**src/rtl/mant_rounder.sv**
```systemverilog
module mant_rounder #(
  parameter int FRAC_W = 24
) (
  input  logic              clk,
  input  logic              rst_n,
  input  logic [FRAC_W+1:0] in_mant,
  input  logic              sticky,
  input  logic              sign,
  input  logic [1:0]        mode,
  output logic [FRAC_W:0]   res_mant,
  output logic              up,
  output logic              inexact,
  output logic              frac_up
);
  localparam int OUT_W = FRAC_W + 1;

  logic [FRAC_W-1:0] kept;
  logic              grd, rnd, lost, bump;
  logic [OUT_W-1:0]  sum;

  assign kept = in_mant[FRAC_W+1:2];
  assign grd  = in_mant[1];
  assign rnd  = in_mant[0];
  assign lost = grd | rnd | sticky;

  always_comb begin
    case (mode)
      2'b01:   bump = 1'b0;
      2'b10:   bump = lost & ~sign;
      2'b11:   bump = lost & sign;
      default: bump = grd & (rnd | sticky | kept[0]);
    endcase
  end

  assign sum = {1'b0, kept} + OUT_W'(bump);

  always_ff @(posedge clk) begin
    if (!rst_n) begin
      res_mant <= '0;
      up       <= 1'b0;
      inexact  <= 1'b0;
      frac_up  <= 1'b0;
    end else begin
      res_mant <= sum;
      up       <= bump;
      inexact  <= lost;
      frac_up  <= bump;
    end
  end
endmodule

```
**config.mk**
```make
export PLATFORM = sky130hd
export DESIGN_NAME = mant_rounder
export DESIGN_NICKNAME = d
export VERILOG_FILES = /design/src/rtl/mant_rounder.sv
export SDC_FILE = /design/constraint.sdc
export NUM_CORES = 1
export LEC_CHECK = 0
export BUFFER_PORTS_ARGS = -buffer_cell sky130_fd_sc_hd__buf_2
export CORE_AREA = 2 2 56 58
export CTS_CLUSTER_SIZE = 24
export DETAILED_ROUTE_END_ITERATION = 6
export DIE_AREA = 0 0 58 60
export PLACE_DENSITY = 0.76
export SYNTH_ARGS = -nofsm -noshare
export SYNTH_HDL_FRONTEND = slang
export SYNTH_SLANG_ARGS = --single-unit
```
**constraint.sdc**
```tcl
create_clock -name clk -period 3.5 [get_ports clk]
set_input_delay 0.7 -clock clk [delete_from_list [all_inputs] [get_ports clk]]
set_output_delay 0.7 -clock clk [all_outputs]
set_load 0.03 [all_outputs]
```
== Word level (Yosys, flattened, before mapping) ==
Index checks and enable logic that the tools add are counted.

* $add $sub $neg: 1
* Bitwise gates (word level): 8
* Equal/unequal tests: 3
* Mux-type cells: 1

{| class="wikitable"
|+ Operators by type and width
! cell !! number
|-
| $add 24x1->25 || 1
|-
| $eq 2x2->1 const B || 2
|-
| $or 1x1->1 || 4
|-
| $and 1x1->1 || 3
|-
| $pmux 1 s3 || 1
|-
| $eq 2x1->1 const B || 1
|-
| $not 1->1 || 1
|}

* Input bits: 32
* Register bits after elaboration: 27
* Output and inout bits: 28
* Logic and storage cells: 16

== Depth between registers and ports, before layout ==
* Depth in word-level cells: 5
* Gate-level depth with buffers: 10

== Worst setup path before layout ==
No wires, ideal clock.

* Path kind: input -> register
* Start: input mode[1]
* End: register res_mant[18]
* Arrival time: 2.640 ns
* Slack: 0.790 ns
* Setup time: 0.070 ns
* Required time: 3.430 ns
* Buffers on the path: 1
* Stages: 10
* Cell sequence: nor2b_1 -> mux2i_1 -> o221a_2 -> ha_1 -> ha_1 -> nand3_1 -> or4_1 -> clkbuf_2 -> or3_1 -> a21boi_1

* Word-level cells in the longest chain between the ends: 3
* Elaborated cells on any way between the ends: 5
* Classes of those cells: 1 x add/sub; 3 x eq/ne; 1 x mux

{| class="wikitable"
|+ RTL lines
! item !! RTL line !! RTL
|-
| from (decl) || 9 || <nowiki>input logic [1:0] mode,</nowiki>
|-
| $eq 2x2->1 or $eq 2x1->1 (tied branches) || 27 || <nowiki>case (mode)</nowiki>
|-
| $pmux 1 s3 * || 27 ||
|-
| net bump || 18 || <nowiki>logic grd, rnd, lost, bump;</nowiki>
|-
| $add 24x1->25 * || 35 || <nowiki>assign sum = {1'b0, kept} + OUT_W'(bump);</nowiki>
|-
| to (signal assigned) || 44 || <nowiki>res_mant <= sum;</nowiki>
|-
| to (decl) || 10 || <nowiki>output logic [FRAC_W:0] res_mant,</nowiki>
|}

The timed path passes the listed nets; every way through them passes the cells marked *.
A chain may end at the register's enable or synchronous reset.

== Final worst setup path ==
* Start: input mode[1]
* End: register res_mant[20]

Same word-level chain as after synthesis.

==> flow_metrics.tcl <==
set metrics [dict create \
    crit_start "mode[1]" \
    synth_area_leader_cell "dfxtp_1" \
    clk_path_buf_depth 2 \
    grt_start_max_net_pins 28 \
    avgSynthCellArea_um2 9.19 \
    tightest_slew_ps 361 \
    holdCritPathClass "in2reg" \
    post-route-util_pct 54.4 \
    synth_edf_count 0 \
    drc 0 \
    p_leak_nw 0.721 \
    fp.dieArea_um2 3480 \
    grtUsageTotal_pct 16.4 \
    start_util_pct 42.4 \
    yosys_warnings 0 \
    syn_inst 134 \
    worstPathMaxFanout 9 \
    die_h_um 60 \
    core_um2 2900 \
    fin_nets 228 \
    root_buffer "clkbuf_4" \
    slew_headroom_pct 75.7 \
    cts.sinks 27 \
    ys_types 29 \
    final.fill_count 276 \
    yosysTopAreaCellShare_pct 43.9 \
    hold_start "in_mant[25]" \
    place.gp.congestion 0.823 \
    async_flop_share_pct 0 \
    status "finished, final reports clean" \
    syn-cell-area_um2 1230 \
    cts_tree "done" \
    cp.arrival_ps 2990 \
    rsz0062_at_grt "false" \
    hpwl_mm 2.22 \
    ys_seq_elements 27 \
    drt_iter0_markers 33 \
    hold_end "res_mant[24]$_SDFF_PN0_" \
    end_kind "flip-flop" \
    grt_pass1_wl_mm 4.42 \
    setup_tns_ps 0 \
    synth.most_common_cell "dfxtp_1" \
    drv_cap 0 \
    path_clk_slew_ps 130 \
    ys_top_cells_by_count "dfxtp_1, and2_1, o21ai_0, or3_1, a21boi_1" \
    powerDensity_nw_per_um2 369 \
    hold_depth 3 \
    fin_crit_sh_pct 78.1 \
    layout-area-overhead-vs-synth_pct 28.2 \
    cts_max_level 1 \
    synth.area.top_cells "dfxtp_1, and2_1, or3_1, a21boi_1, o21ai_0" \
    die_x_um 58 \
    row_count 20 \
    dr.pass1.iters 4 \
    cp.required_ps 3750 \
    grt_overflow_total 0 \
    vdd_drop_max_uv 196 \
    max_freq_mhz 366 \
    cts_buffers 3 \
    setup_viol 0 \
    holdBufCountCts 0 \
    portBuffers 59 \
    antennaDiodeCount 0 \
    yosysSeqAreaShare_pct 43.9 \
    ant_nets 0 \
    totalPowerFinal_mw 0.583 \
    place_ws_ps 437 \
    holdWs_ps 618 \
    setup_ws_ps 767 \
    drv_slew 0 \
    wl_mm 2.74 \
    worstSetupStartpointType "primary input" \
    ctsResizeCount 0 \
    syn_nets 168 \
    worst-setup-path-type "in2reg" \
    drive_gt1_share_pct 34.7 \
    grt_pass1_vias 1139 \
    min_period_ps 2730 \
    vias_per_cell 5.28 \
    hold_violations 0 \
    wl_per_cell_um 12.1 \
    synth_ff_type "dfxtp_1" \
    post-cts-setup-buffer-count 0 \
    io_pins 60 \
    antenna_found_initial 0 \
    num_vias 1193 \
]
cell type report:
cell class | count | area (um^2) | area share [%]
flip-flops and latches | 27 | 541 | 34.3
clock buffers | 3 | 22.5 | 1.43
inverters | 4 | 15.0 | 0.952
multi-input cells | 98 | 651 | 41.2
clock inverters | 1 | 5.00 | 0.317
well taps | 33 | 41.3 | 2.62
repair buffers | 60 | 303 | 19.2
power by group:
group	switching, mW	leakage [nW]	internal (mW)
Sequential	0.00410	0.225	0.325
Clock	0.0852	0.0177	0.0427
Combinational	0.0804	0.479	0.0455
Total	0.170	0.721	0.413
how the worst max path moves through the flow:
stage                                    to  slack, ps  depth (start not counted)
finish              res_mant[20]$_SDFF_PN0_        770                         10
detailed placement  res_mant[20]$_SDFF_PN0_        440                         10
global route        res_mant[20]$_SDFF_PN0_        620                         10
CTS                 res_mant[20]$_SDFF_PN0_        780                         10
floorplan           res_mant[18]$_SDFF_PN0_        790                         10
global placement    res_mant[22]$_SDFF_PN0_        570                         10
metrics by stage:
stage	area, um^2	cells
after CTS	1580	226
after detailed placement	1550	222
after floorplan	1230	134
final	1580	226
after global placement	1550	222
after global routing	1580	226
layer usage:
metal / global-route usage [%] / wire length (um) / share of wire [%] / vias to the layer above
met1: 16.4 / 1050 / 38 / 544
met2: 32.8 / 1420 / 52 / 55
met5: 0 / 0 / 0 / -
li1: - / - / - / 592
met4: 4.98 / 12 / 0.44 / 0
met3: 4.33 / 265 / 9.7 / 2
flip-flops by register name, summed over array words and instances (netlist names):
register and flops:
frac_up 1, inexact 1, res_mant 25
worst max-delay path, stage by stage:
cell	delay (ps)
buf_2	110
nor2b_1	120
mux2i_1	150
o221a_2	220
ha_1	180
ha_1	190
nand3_1	240
or4_1	590
or3_1	360
a21boi_1	140
layout by cell type, fill, tap and decap left out, types with 4 or more instances in the layout:
master	Yosys	layout
and2_1	13	13
nor4_1	4	4
dfxtp_1	27	27
nand4_1	4	4
buf_2	0	59
a21boi_1	8	8
or3_1	10	10
xnor2_1	5	5
nand2_1	7	7
nor3_1	4	4
nand3_1	7	7
xor2_1	6	6
inv_1	4	4
o21ai_0	11	11
logic make-up (layout without fill, tap and decap cells):
group | count (synthesis) | after routing | share of synthesized area (%)
buffers and inverters | 9 | 68 | 3.25
multiplexers | 1 | 1 | 0.813
adder cells (fa/ha/maj) | 2 | 2 | 2.03
flip-flops | 27 | 27 | 43.9
AND/OR/NAND/NOR | 59 | 59 | 28.8
AO/OA/AOI/OAI | 25 | 25 | 13.4
XOR/XNOR | 11 | 11 | 7.83
(Power assumes the default switching activity.)
